--- src/rtl/uart_aux_pkg.sv ---
package uart_aux_pkg;

    localparam int REG_W = 16;
    localparam int CFG_W = 8;

    typedef struct packed {
        logic       rx_gran1;
        logic       tx_gran1;
        logic       dsr_ie;
        logic       wake_en;
        logic       txempty_ctl;
        logic [1:0] dma_field;
        logic       dma_src;
    } aux_cfg_t;

    typedef enum logic [1:0] {
        DMA_OFF    = 2'd0,
        DMA_SPLIT  = 2'd1,
        DMA_RXONLY = 2'd2,
        DMA_TXONLY = 2'd3
    } dma_mode_e;

endpackage

--- src/rtl/uart_aux_cfg_reg.sv ---
module uart_aux_cfg_reg
    import uart_aux_pkg::*;
#(
    parameter int DATA_W = REG_W
) (
    input  logic              clk,
    input  logic              rst_n,
    input  logic              wr_en,
    input  logic [DATA_W-1:0] wdata,
    output aux_cfg_t          cfg,
    output logic [DATA_W-1:0] rdata
);

    typedef struct packed {
        aux_cfg_t cfg;
    } state_t;

    state_t st_d, st_q;

    logic unused_hi;
    assign unused_hi = ^wdata[DATA_W-1:CFG_W];

    always_comb begin
        st_d = st_q;
        if (wr_en) begin
            st_d.cfg = aux_cfg_t'(wdata[CFG_W-1:0]);
        end
    end

    always_ff @(posedge clk or negedge rst_n) begin
        if (!rst_n) begin
            st_q <= '0;
        end else begin
            st_q <= st_d;
        end
    end

    always_comb begin
        rdata            = '0;
        rdata[CFG_W-1:0] = st_q.cfg;
    end

    assign cfg = st_q.cfg;

    AST_WRITE_TAKES: assert property (@(posedge clk) disable iff (!rst_n)
        wr_en |=> (rdata[CFG_W-1:0] == $past(wdata[CFG_W-1:0])));

    AST_HOLD_NO_WRITE: assert property (@(posedge clk) disable iff (!rst_n)
        !wr_en |=> $stable(rdata));

endmodule

--- src/rtl/uart_wake_detect.sv ---
module uart_wake_detect #(
    parameter int NPINS   = 3,
    parameter int STAGES  = 2,
    parameter int DSR_IDX = 2
) (
    input  logic             clk,
    input  logic             rst_n,
    input  logic [NPINS-1:0] pins,
    input  logic             wake_en,
    input  logic             dsr_ie,
    output logic             wake_flag,
    output logic             wake_irq,
    output logic             dsr_irq
);

    typedef struct packed {
        logic [STAGES-1:0][NPINS-1:0] sync;
        logic [NPINS-1:0]             prev;
        logic                         flag;
    } state_t;

    state_t st_d, st_q;

    logic [NPINS-1:0] synced;
    logic [NPINS-1:0] fall;

    assign synced = st_q.sync[STAGES-1];

    for (genvar i = 0; i < NPINS; i++) begin : g_fall
        assign fall[i] = st_q.prev[i] & ~synced[i];
    end

    always_comb begin
        st_d         = st_q;
        st_d.sync[0] = pins;
        for (int s = 1; s < STAGES; s++) begin
            st_d.sync[s] = st_q.sync[s-1];
        end
        st_d.prev = synced;
        if (!wake_en) begin
            st_d.flag = 1'b0;
        end else if (|fall) begin
            st_d.flag = 1'b1;
        end
    end

    always_ff @(posedge clk or negedge rst_n) begin
        if (!rst_n) begin
            st_q.sync <= '1;
            st_q.prev <= '1;
            st_q.flag <= 1'b0;
        end else begin
            st_q <= st_d;
        end
    end

    assign wake_flag = st_q.flag;
    assign wake_irq  = st_q.flag & wake_en;
    assign dsr_irq   = dsr_ie & (st_q.prev[DSR_IDX] ^ synced[DSR_IDX]);

    AST_WAKE_SET_ARMED: assert property (@(posedge clk) disable iff (!rst_n)
        $rose(wake_flag) |-> $past(wake_en));

    AST_WAKE_CLEAR_DISARM: assert property (@(posedge clk) disable iff (!rst_n)
        !wake_en |=> !wake_flag);

    AST_WAKE_STICKY: assert property (@(posedge clk) disable iff (!rst_n)
        (wake_flag && wake_en) |=> wake_flag);

    AST_DSR_GATED: assert property (@(posedge clk) disable iff (!rst_n)
        dsr_irq |-> dsr_ie);

    AST_DSR_SINGLE: assert property (@(posedge clk) disable iff (!rst_n)
        dsr_irq && $stable(pins) |=> !dsr_irq);

endmodule

--- src/rtl/uart_dma_route.sv ---
module uart_dma_route
    import uart_aux_pkg::*;
#(
    parameter int NREQ = 2
) (
    input  logic            dma_src,
    input  logic [1:0]      dma_field,
    input  logic            fcr_dma_en,
    input  logic            tx_req,
    input  logic            rx_req,
    output dma_mode_e       mode,
    output logic [NREQ-1:0] req
);

    always_comb begin
        if (dma_src) begin
            mode = dma_mode_e'(dma_field);
        end else begin
            mode = fcr_dma_en ? DMA_SPLIT : DMA_OFF;
        end
    end

    always_comb begin
        req = '0;
        unique case (mode)
            DMA_SPLIT: begin
                req[0] = tx_req;
                req[1] = rx_req;
            end
            DMA_RXONLY: req[0] = rx_req;
            DMA_TXONLY: req[0] = tx_req;
            default:    req    = '0;
        endcase
    end

endmodule

--- src/rtl/uart_thr_sel.sv ---
module uart_thr_sel (
    input  logic txempty_ctl,
    input  logic fifo_empty,
    input  logic shift_empty,
    input  logic thr_hit,
    output logic thr_irq
);

    logic both_empty;

    always_comb begin
        both_empty = fifo_empty & shift_empty;
        thr_irq    = txempty_ctl ? both_empty : thr_hit;
    end

endmodule

--- src/rtl/uart_aux_ctrl.sv ---
module uart_aux_ctrl
    import uart_aux_pkg::*;
#(
    parameter int SYNC_STAGES = 2
) (
    input  logic             clk,
    input  logic             rst_n,
    input  logic             cfg_we,
    input  logic [REG_W-1:0] cfg_wdata,
    output logic [REG_W-1:0] cfg_rdata,
    input  logic             rx_pin,
    input  logic             cts_pin,
    input  logic             dsr_pin,
    input  logic             tx_fifo_empty,
    input  logic             tx_shift_empty,
    input  logic             tx_fifo_thr_hit,
    input  logic             fcr_dma_en,
    input  logic             tx_dma_req,
    input  logic             rx_dma_req,
    output logic [1:0]       dma_req_o,
    output logic             thr_irq,
    output logic             wake_irq,
    output logic             wake_stat,
    output logic             dsr_irq,
    output logic             rx_gran1,
    output logic             tx_gran1
);

    localparam int NPINS   = 3;
    localparam int DSR_IDX = NPINS - 1;

    aux_cfg_t         cfg;
    dma_mode_e        dma_mode;
    logic [NPINS-1:0] pin_vec;

    assign pin_vec = {dsr_pin, cts_pin, rx_pin};

    uart_aux_cfg_reg #(
        .DATA_W (REG_W)
    ) u_reg (
        .clk   (clk),
        .rst_n (rst_n),
        .wr_en (cfg_we),
        .wdata (cfg_wdata),
        .cfg   (cfg),
        .rdata (cfg_rdata)
    );

    uart_wake_detect #(
        .NPINS   (NPINS),
        .STAGES  (SYNC_STAGES),
        .DSR_IDX (DSR_IDX)
    ) u_wake (
        .clk       (clk),
        .rst_n     (rst_n),
        .pins      (pin_vec),
        .wake_en   (cfg.wake_en),
        .dsr_ie    (cfg.dsr_ie),
        .wake_flag (wake_stat),
        .wake_irq  (wake_irq),
        .dsr_irq   (dsr_irq)
    );

    uart_dma_route #(
        .NREQ (2)
    ) u_dma (
        .dma_src    (cfg.dma_src),
        .dma_field  (cfg.dma_field),
        .fcr_dma_en (fcr_dma_en),
        .tx_req     (tx_dma_req),
        .rx_req     (rx_dma_req),
        .mode       (dma_mode),
        .req        (dma_req_o)
    );

    uart_thr_sel u_thr (
        .txempty_ctl (cfg.txempty_ctl),
        .fifo_empty  (tx_fifo_empty),
        .shift_empty (tx_shift_empty),
        .thr_hit     (tx_fifo_thr_hit),
        .thr_irq     (thr_irq)
    );

    assign rx_gran1 = cfg.rx_gran1;
    assign tx_gran1 = cfg.tx_gran1;

    AST_DMA_IDLE_MODE0: assert property (@(posedge clk) disable iff (!rst_n)
        (dma_mode == DMA_OFF) |-> (dma_req_o == 2'b00));

    AST_DMA_LINE1_SPLIT: assert property (@(posedge clk) disable iff (!rst_n)
        dma_req_o[1] |-> (dma_mode == DMA_SPLIT) && rx_dma_req);

    AST_DMA_LEGACY_SRC: assert property (@(posedge clk) disable iff (!rst_n)
        (!cfg_rdata[0] && !fcr_dma_en) |-> (dma_req_o == 2'b00));

    AST_THR_EMPTY_RULE: assert property (@(posedge clk) disable iff (!rst_n)
        (cfg_rdata[3] && thr_irq) |-> (tx_fifo_empty && tx_shift_empty));

    AST_GRAN_EXPORT: assert property (@(posedge clk) disable iff (!rst_n)
        (rx_gran1 == cfg_rdata[7]) && (tx_gran1 == cfg_rdata[6]));

endmodule

--- config.mk ---
export PLATFORM = sky130hd
export DESIGN_NAME = uart_aux_ctrl
export DESIGN_NICKNAME = d
export VERILOG_FILES = /design/src/rtl/uart_aux_pkg.sv /design/src/rtl/uart_aux_cfg_reg.sv /design/src/rtl/uart_wake_detect.sv /design/src/rtl/uart_dma_route.sv /design/src/rtl/uart_thr_sel.sv /design/src/rtl/uart_aux_ctrl.sv
export SDC_FILE = /design/constraint.sdc
export NUM_CORES = 1
export LEC_CHECK = 0
export BUFFER_PORTS_ARGS = -buffer_cell sky130_fd_sc_hd__buf_4
export CORE_MARGIN = 2
export CORE_UTILIZATION = 35
export CTS_CLUSTER_DIAMETER = 120
export DETAILED_ROUTE_END_ITERATION = 10
export PLACE_DENSITY = 0.69
export SETUP_SLACK_MARGIN = 0.02
export SYNTH_ARGS = -nofsm -noshare
export SYNTH_HDL_FRONTEND = slang
export SYNTH_SLANG_ARGS = --single-unit
--- constraint.sdc ---
create_clock -name clk -period 1.6 [get_ports clk]
set_clock_uncertainty 0.2 [all_clocks]
set_input_delay 0.16 -clock clk [delete_from_list [all_inputs] [get_ports clk]]
set_output_delay 0.16 -clock clk [all_outputs]
set_load 0.02 [all_outputs]
==> Yosys cells after proc, flatten, opt, wreduce, memory -nomap -nowiden <==
Cells that the tools add are included.
{ "word_totals": {"regBits": 18, "latch_bits": 0, "ram_bits": 0, "romBits": 0, "out_inout_bits": 24, "elab_cells": 34, "mem_count": 0} }
{ "op_classes": {"n_addsub": 0, "n_mul": 0, "div_mod_pow": 0, "order_cmp": 0, "eq_ne": 4, "n_shift": 0, "muxes": 7, "bitwise": 10, "reduce_logical": 2} }
{ "op_table": {"columns": ["operator", "count"], "rows": [
  ["AND 1 bit", 6],
  ["two-way mux 1 bit", 5],
  ["== test 2 bit (second input constant)", 2],
  ["NOT 1 bit", 3],
  ["OR reduction 3 bit", 1],
  ["== test 2 x 1 -> 1 bit (second input constant)", 1],
  ["two-way mux 2 bit", 1],
  ["inequality test 2 x 1 -> 1 bit (second input constant)", 1],
  ["one-hot mux 1 bit (2 select lines)", 1],
  ["OR reduction 2 bit", 1],
  ["bitwise XOR 1 bit", 1]
]} }

==> Depth between registers and ports, before layout <==
Gate-level depths: netlist of the first run.
{ "logic_depth": {"ltp_word": 5, "ltp_mapped": 3, "depth_no_buf": 3} }

==> Hierarchy <==
From an unflattened synthesis of the first run, not the netlist that was laid out.
{ "unflattened": {"hier_cells": 64, "hier_area_um2": 863.3} }
{ "by_module_without_submodules": {"columns": ["module", "instances", "cells_each", "area_per_inst_um2"], "rows": [
  ["uart_aux_cfg_reg", 1, 34, 455.4],
  ["uart_wake_detect", 1, 17, 321.6],
  ["uart_dma_route", 1, 10, 72.6],
  ["uart_thr_sel", 1, 3, 13.8]
]} }

==> Least setup slack after synthesis of the first run <==
No wires, ideal clock.
{ "synth_path": {"path_type": "register to output", "startpoint": "register u_reg.st_q (netlist bit u_reg.cfg[2])", "endpoint": "output port dma_req_o[1]", "arrival_ps": 1148, "setup_slack_ps": 92, "path_stages_with_launch": 3, "cell_sequence": "dfrtp_1 -> nand3b_1 -> a21boi_0"} }
{ "synth_via": {"elab_chain_len": 3} }
{ "synth_rtl": {"columns": ["item", "line", "text"], "rows": [
  ["start, declared", "uart_aux_cfg_reg.sv:18", "state_t st_d, st_q;"],
  ["start signal, assigned", "uart_aux_cfg_reg.sv:34", "st_q <= st_d;"],
  ["two-way mux 2 bit", "uart_dma_route.sv:16", "if (dma_src) begin"],
  ["== test 2 x 1 -> 1 bit", "uart_dma_route.sv:25", "unique case (mode)"],
  ["two-way mux 1 bit", "uart_dma_route.sv:25", null],
  ["end, declared", "uart_aux_ctrl.sv:20", "output logic [1:0] dma_req_o,"]
]} }
Every way passes these cells.

==> Final worst setup path of the first run <==
{ "layout_path": {"startpoint": "register u_wake.st_q (netlist bit u_wake.synced[2])", "endpoint": "output port dsr_irq"} }
{ "layout_via": {"elab_chain_len": 2} }
{ "layout_rtl": {"columns": ["item", "line", "text"], "rows": [
  ["start, declared", "uart_wake_detect.sv:22", "state_t st_d, st_q;"],
  ["start signal, assigned", "uart_wake_detect.sv:53", "st_q <= st_d;"],
  ["bitwise XOR 1 bit", "uart_wake_detect.sv:59", "assign dsr_irq = dsr_ie & (st_q.prev[DSR_IDX] ^ synced[DSR_IDX]);"],
  ["AND 1 bit", "uart_wake_detect.sv:59", null],
  ["end, declared", "uart_aux_ctrl.sv:24", "output logic dsr_irq,"]
]} }
Every way passes these cells.

==> results of run 1 <==
[synthesized netlist by cell type]
cell type,count,area share
o21ai_0,2,0.013
a21boi_0,1,0.0095
and2_1,1,0.0079
mux2i_1,1,0.013
conb_1,1,0.0047
nor2b_1,2,0.016
dfstp_2,9,0.30
nand2b_1,1,0.0079
nand4b_1,1,0.011
nand3_1,1,0.0063
ha_1,1,0.016
o41a_1,1,0.014
inv_1,3,0.014
buf_4,14,0.13
dfrtp_1,9,0.28
mux2_2,8,0.11
nand3b_1,1,0.0095
nor2b_4,1,0.017
buf_6,1,0.014
[metal layers]
metal,global-route usage,vias up,part of all wire
li1,-,266,-
met5,0,-,0
met4,0.0658,0,0.012
met2,0.237,31,0.54
met3,0.0230,2,0.065
met1,0.141,260,0.38
[path summary, 6_finish.rpt]
path                                    end  slack, ps
setup / recovery                    dsr_irq        -70
hold / removal                 u_reg.cfg[3]         50
setup reg to reg           u_wake.wake_flag        160
hold reg to reg            u_wake.synced[2]        160
max in group asynchronous    u_wake.st_q[2]        890
min in group clk           u_wake.synced[2]        160
[power by group]
group          switching [mW]  internal, mW  total, mW
logic                   0.131         0.151      0.282
registers              0.0286         0.500      0.528
clock network           0.133         0.138      0.271
total                   0.292         0.789       1.08
[registers in the layout, indices dropped and copies added, names as in the netlist]
| register | count |
|---|---|
| u_wake.st_d | 3 |
| u_wake.wake_flag | 1 |
| u_wake.st_q | 3 |
| u_reg.cfg | 8 |
| u_wake.synced | 3 |
[critical path: cells and delay by family, from the launching register on]
family | cells | cell delay (ps)
buf+inv | 2 | 160
flops | 1 | 550
simple gates | 1 | 110
fa+ha+maj | 1 | 210
[logic make-up after synthesis]
kind of cell,count (synthesis),synth area share
other,1,0.00472
adders and majority gates,1,0.0157
AOI/OAI and AO/OA,4,0.0362
DFF,18,0.581
and+or+nand+nor,8,0.0756
buffers and inverters,18,0.161
muxes,9,0.126
[cell type report]
class | instances | share of cell area
well taps | 28 | 0.0287
inverters | 3 | 0.00923
multi-input cells | 30 | 0.215
flip-flops and latches | 18 | 0.379
clock buffers | 4 | 0.0297
repair buffers | 50 | 0.337
[per-stage QoR]
stage	setup TNS [ps]	total power, mW	hold slack, ps
finish	-72.0	1.08	54.7
global route	-131	1.15	64.8
CTS	-158	1.07	1.95
detailed placement	0	0.767	-162
global placement	0	0.761	-164
floorplan	0	0.685	-336
[what timing repair did]
| action | 4_1_cts | 5_1_grt |
|---|---|---|
| setup buffers | 1 | 1 |
| gates resized for setup | 3 | 7 |
| hold endpoints to repair | 29 | 1 |
| pin swaps | 1 | 2 |
| setup endpoints to repair | 2 | 3 |
| hold buffers | 12 | 1 |
==> flow_summary.yaml, run 1 <==
layout:
  syn2layout_area_growth_pct: 53.5
  final_util: 0.562
  nets: 135
  register_area_um2: 463
  multiInputGateArea_um2: 263
  final_area_mm2: 0.00122
  layout_commonest_cell: "buf_4"
  final_cell_mix: "buf_4, dlygate4sd3_1, dfstp_2"
  diodes: 0
  stdcell_count: 133
  drive_gt1_frac: 0.619
  fillers: 177
detailed_routing:
  drt_iter0_markers: 0
  wl_per_cell_um: 11.5
  dr.pass1.iters: 1
  vias: 559
  drc: 0
  wl_um: 1530
  vias_per_cell: 4.20
  antenna_left: 0
clock_tree:
  insertion_delay_ps: 280
  root_buffer: "clkbuf_4"
  clkSlewWorstSetupHoldPaths_ps: 100
  clockBufferDepth: 2
  cts_buffers: 3
  cts.sinks: 18
  htreeDepth: 1
  cts_tree: "built"
global_routing:
  grt.total_usage: 0.129
  antenna_found_initial: 0
  grt_max_degree: 19
  grt_pass1_vias: 589
  grt_pass1_wl_um: 2520
  overflow: 0
floorplan:
  ios: 52
  rows: 17
  die_area_mm2: 0.00267
  die_w_um: 51.6
  die_y_um: 51.6
  core_mm2: 0.00217
  start_util: 0.366
run_status:
  violations: "setup timing"
  status: "finished, violations left"
critical_path:
  cp.required_ps: 1240
  cp-start-kind: "flop"
  critical_path.max_stage_delay_ps: 550
  rr_worst_depth: 3
  cp_cell_sequence: "inv_2 > ha_4 > nor2b_4 > buf_6"
  r2r_start: "u_wake.synced[2]"
  startpoint: "u_wake.synced[2]"
  cp-end-kind: "output port"
  critPathSlowestCell: "dfstp_2"
  cp_max_fo: 2
  cp_data_arrival_time_ps: 1310
  crit_type: "reg2out"
sta:
  drv_slew: 0
  period_share: 1.05
  rsz0062_at_grt: "true"
  max_freq_mhz: 598
  hold_viol: 0
  period_minus_slack_ps: 1670
  fin_ws_ps: -72.0
  setup_viol: 1
power_and_ir_drop:
  ir_drop_uv: 550
  leakagePower_nw: 0.580
  p_per_area_mw_per_mm2: 886
flow_run:
  drv_cap: 0
placed_design:
  gp_congestion: 0.692
  dpl_cell_area_mm2: 0.00100
  portBuffers: 35
  post-place-ws_ps: 144
  dp.cells: 114
  dp_hpwl_um: 1000
logic_synthesis:
  syn_area_per_cell_um2: 13.5
  syn_inst: 59
  yosysWarnings: 0
  synth.distinct_cells: 19
  synth_area_um2: 795
  synth-seq-cells: 18
  ys_seq_area_frac: 0.581
worst_hold_path:
  hp-class: "in2async"
(Power assumes the default switching activity.)
==> run 2: changes to the inputs <==
--- a/config.mk
+++ b/config.mk
@@ -11,7 +11,9 @@
 export CTS_CLUSTER_DIAMETER = 120
 export DETAILED_ROUTE_END_ITERATION = 10
 export PLACE_DENSITY = 0.69
+export RECOVER_POWER = 50
 export SETUP_SLACK_MARGIN = 0.02
 export SYNTH_ARGS = -nofsm -noshare
 export SYNTH_HDL_FRONTEND = slang
 export SYNTH_SLANG_ARGS = --single-unit
+export TNS_END_PERCENT = 50
==> run 2 against run 1 <==
Compared with the run above:
- the run still ends with setup timing left
- via count fell by 2.5%
- sequential share of layout area grew 0.96 points
- maximum frequency is 0.36% higher
- combinational power down 6%
- power fell by 1.7%
- critical path type unchanged
==> flow_summary.yaml, run 2 (same netlist as run 1, synthesis figures left out) <==
run_status:
  status: "finished, violations left"
  violations: "setup timing"
detailed_routing:
  wl_per_cell_um: 11.0
  dr.pass1.iters: 2
  vias_per_cell: 4.16
  drc: 0
  antenna_left: 0
  wl_um: 1440
  drt_iter0_markers: 2
  vias: 545
sta:
  drv_slew: 0
  max_freq_mhz: 600
  fin_tns_setup_ps: -66.1
  relSlewSlack: 0.391
  period_minus_slack_ps: 1670
  rsz0062_at_grt: "true"
  fin_ws_ps: -66.1
  period_share: 1.04
  tightest_slew_ps: 914
  hold_viol: 0
  setup_viol: 1
clock_tree:
  cts_tree: "built"
  htreeDepth: 1
  clkSlewWorstSetupHoldPaths_ps: 100
  clockBufferDepth: 2
  post_cts_buffers: 0
  cts.sinks: 18
  cts_buffers: 3
  insertion_delay_ps: 280
  root_buffer: "clkbuf_4"
critical_path:
  rr_worst_depth: 3
  r2r_slack_ps: 160
  crit_type: "reg2out"
  cp.depth: 4
  cp-end-kind: "output port"
  r2r_end: "u_wake.wake_flag"
  cp_cell_sequence: "inv_2 > ha_4 > nor2b_4 > buf_6"
  critical_path.max_stage_delay_ps: 550
  cp.required_ps: 1240
  r2r_start: "u_wake.synced[2]"
  cp_num_buf_inv: 2
  critPathSlowestCell: "dfstp_2"
  cp-start-kind: "flop"
  cp_data_arrival_time_ps: 1310
  cp_max_fo: 2
  path_delay_family: "flip-flops"
floorplan:
  core_mm2: 0.00217
  die_y_um: 51.6
  rows: 17
  die_w_um: 51.6
  ios: 52
  start_util: 0.366
  die_area_mm2: 0.00267
global_routing:
  grt_pass1_wl_um: 2520
  grt_pass1_vias: 589
  antenna_found_initial: 0
  grt_max_degree: 19
  overflow: 0
  grt.total_usage: 0.129
layout:
  diodes: 0
  drive_gt1_frac: 0.583
  final_cell_mix: "buf_4, dlygate4sd3_1, dfstp_2"
  largest_reg_flops: 8
  nets: 133
  final_util: 0.548
  fillers: 175
  stdcell_count: 131
  syn2layout_area_growth_pct: 49.8
  layout_commonest_cell: "buf_4"
  final_area_mm2: 0.00119
worst_hold_path:
  min_from: "u_wake.st_d[8]"
  hold_path_end: "u_wake.synced[1]"
  hp-class: "reg2reg"
  whs_path_depth: 0
placed_design:
  dp_hpwl_um: 1000
  dp.cells: 114
  gp_congestion: 0.692
  portBuffers: 35
  dpl_cell_area_mm2: 0.00100
flow_run:
  drv_cap: 0
power_and_ir_drop:
  ir_drop_uv: 557
  p_per_area_mw_per_mm2: 893
  leakagePower_nw: 0.561
-- run 2: cell count changes in the layout (fill, tap and decap cells not counted) --
cell      delta
buf_4        -6
clkbuf_1     +1
nand2b_1     +1
nand2b_4     -1
a21boi_1     +1
a21boi_2     -1
clkbuf_4     +3
-- run 2: layout make-up --
type / count / area (um2) / share of cell area
Sequential cell: 18 / 463 / 0.389
Multi-Input combinational cell: 30 / 251 / 0.211
Tap cell: 28 / 35.0 / 0.0294
Timing Repair Buffer: 48 / 393 / 0.330
Clock buffer: 4 / 36.3 / 0.0305
Inverter: 3 / 11.3 / 0.00946
-- run 2: routing by layer --
metal | global-route usage | part of all wire | vias up
met2 | 0.237 | 0.52 | 31
met5 | 0 | 0 | -
met1 | 0.141 | 0.39 | 251
met4 | 0.0658 | 0.013 | 0
li1 | - | - | 261
met3 | 0.0230 | 0.069 | 2
-- run 2: power by group --
group          switching [mW]  leakage, nW  internal (mW)
registers              0.0291        0.200          0.500
clock network           0.130       0.0210          0.138
logic                   0.126        0.340          0.140
-- run 2: timing repair --
item | CTS | global route
setup endpoints to repair | 2 | 3
hold endpoints to repair | 29 | 1
hold buffers | 12 | 1
pin swaps | 1 | 1
gates resized for setup | 3 | 5
-- run 2: metrics by stage --
step / total power [mW] / hold slack (ps) / setup WS, ps
detailed placement: 0.767 / -162 / 144
global route: 1.13 / 172 / -131
finish: 1.06 / 161 / -66.1
global placement: 0.761 / -164 / 158
floorplan: 0.685 / -336 / 91.6
CTS: 1.07 / 1.95 / -158
-- run 2: worst max path at each step --
stage	startpoint	to	slack, ps
3_3_place_gp	u_wake.synced[2]	u_wake.wake_flag	160
4_1_cts	u_wake.synced[2]	dsr_irq	-160
6_report	u_wake.synced[2]	dsr_irq	-70
5_1_grt	u_wake.synced[2]	dsr_irq	-130
3_5_place_dp	u_wake.synced[2]	dsr_irq	140
2_1_floorplan	u_reg.cfg[2]	dma_req_o[1]	90
-- run 2: worst register-to-register path, stage by stage (launching register included) --
cell and delay [ps]:
dfstp_2 550, inv_2 40, ha_4 140, o41a_1 400
==> run 3: changes to the inputs <==
--- a/config.mk
+++ b/config.mk
@@ -6,13 +6,13 @@
 export NUM_CORES = 1
 export LEC_CHECK = 0
 export BUFFER_PORTS_ARGS = -buffer_cell sky130_fd_sc_hd__buf_4
-export CORE_MARGIN = 2
 export CORE_UTILIZATION = 35
 export CTS_CLUSTER_DIAMETER = 120
 export DETAILED_ROUTE_END_ITERATION = 10
 export PLACE_DENSITY = 0.69
 export RECOVER_POWER = 50
 export SETUP_SLACK_MARGIN = 0.02
+export SKIP_LAST_GASP = 1
 export SYNTH_ARGS = -nofsm -noshare
 export SYNTH_HDL_FRONTEND = slang
 export SYNTH_SLANG_ARGS = --single-unit
==> run 3 against run 2 <==
Compared with the run above:
- the flow still finishes with violations (setup timing)
- global-route usage rose by 0.24 points
- clock-buffer cell count did not move
- design area fell by 1.1%
- largest cell class unchanged
- critical path depth did not move
- maximum frequency fell by 0.77%
- die area fell by 7.6%
- core utilization rose by 2.8 points
==> flow_summary.yaml, run 3 (same netlist as run 1, synthesis figures left out) <==
sta:
  setup_viol: 1
  fin_tns_setup_ps: -79.0
  rsz0062_at_grt: "true"
  hold_viol: 0
  drv_slew: 0
  relSlewSlack: 0.375
  period_share: 1.05
  period_minus_slack_ps: 1680
  max_freq_mhz: 596
  tightest_slew_ps: 937
  fin_ws_ps: -79.0
clock_tree:
  clkSlewWorstSetupHoldPaths_ps: 100
  clockBufferDepth: 2
  htreeDepth: 1
  cts.sinks: 18
  cts_buffers: 3
  insertion_delay_ps: 280
  cts_tree: "built"
  root_buffer: "clkbuf_4"
  post_cts_buffers: 0
critical_path:
  critPathSlowestCell: "dfstp_2"
  cp-end-kind: "output port"
  cp_cell_sequence: "inv_2 > ha_4 > nor2b_4 > buf_6"
  cp_data_arrival_time_ps: 1320
  critical_path.max_stage_delay_ps: 550
  cp-start-kind: "flop"
  cp_max_fo: 2
  crit_type: "reg2out"
  cp.required_ps: 1240
global_routing:
  overflow: 0
  grt_pass1_wl_um: 2380
  gr-usage-met3: 0.0278
  antenna_found_initial: 0
  met2_usage: 0.255
  grt-busiest-layer: "met2"
  grt_pass1_vias: 570
  grt.total_usage: 0.132
  grt_max_degree: 19
  use_met1: 0.132
detailed_routing:
  vias: 551
  wl_um: 1460
  vias_per_cell: 4.27
  wl_per_cell_um: 11.3
  drt_iter0_markers: 2
  drc: 0
  antenna_left: 0
  dr.pass1.iters: 2
run_status:
  status: "finished, violations left"
  violations: "setup timing"
floorplan:
  rows: 16
  die_w_um: 49.6
  die_y_um: 49.6
  start_util: 0.389
  core_mm2: 0.00204
  die_area_mm2: 0.00246
  ios: 52
layout:
  largest_reg_flops: 8
  stdcell_count: 129
  final_cell_mix: "buf_4, dlygate4sd3_1, dfrtp_1, dfstp_2"
  layout_commonest_cell: "buf_4"
  final_area_mm2: 0.00118
  nets: 132
  syn2layout_area_growth_pct: 48.2
  fillers: 174
  diodes: 0
  drive_gt1_frac: 0.578
  final_util: 0.577
placed_design:
  dp.cells: 113
  gp_congestion: 0.612
  dp_hpwl_um: 946
  dpl_cell_area_mm2: 0.00100
  post-place-ws_ps: 150
  portBuffers: 35
flow_run:
  drv_cap: 0
power_and_ir_drop:
  p_per_area_mw_per_mm2: 904
  ir_drop_uv: 515
  leakagePower_nw: 0.557
worst_hold_path:
  hp-class: "in2reg"
-- run 3: path summary, 6_finish.rpt --
path                             startpoint  slack (ps)          endpoint  depth (start not counted)
min in group asynchronous             rst_n         340      u_reg.cfg[5]                          2
min                                  cfg_we           6      u_reg.cfg[7]                          2
min reg2reg                  u_wake.st_d[8]         160  u_wake.synced[1]                          0
max                        u_wake.synced[2]         -80           dsr_irq                          4
max reg2reg                u_wake.synced[2]         150  u_wake.wake_flag                          3
max in group asynchronous             rst_n         300      u_reg.cfg[0]                          2
-- run 3: critical path, delay by kind of cell (launching register included) --
kind,cells,cell delay (ps)
adders and majority gates,1,220
DFF,1,550
and+or+nand+nor,1,100
buffers and inverters,2,170
-- run 3: cell type report --
type	count	area (um2)	area share
sequential	18	462	0.392
clock buffer	4	36.3	0.0308
tap	27	33.8	0.0287
timing repair buffer	47	383	0.325
inverter	3	11.3	0.00956
multi-input combinational	30	251	0.214
-- run 3: layer usage --
metal / vias to the layer above / routed length [um]
met1: 261 / 525
met2: 33 / 828
met3: 0 / 108
met5: - / 0
li1: 257 / -
met4: 0 / 0
-- run 3: timing repair --
item                                   in CTS  in global routing
pin swaps                                   1                  1
hold buffers                               12                  0
endpoints found under the hold margin      29                  0
resized for setup                           2                  3
setup endpoints to repair                   2                  3
-- run 3: metrics by stage --
step	hold WS [ps]	power, mW
3_3_place_gp	-166	0.760
6_report	6.37	1.06
5_1_grt	2.76	1.12
4_1_cts	0.564	1.07
2_1_floorplan	-336	0.685
3_5_place_dp	-164	0.766
-- run 3: where the power goes --
group	internal (mW)	switching, mW
registers	0.499	0.0279
logic	0.139	0.125
clock network	0.138	0.135
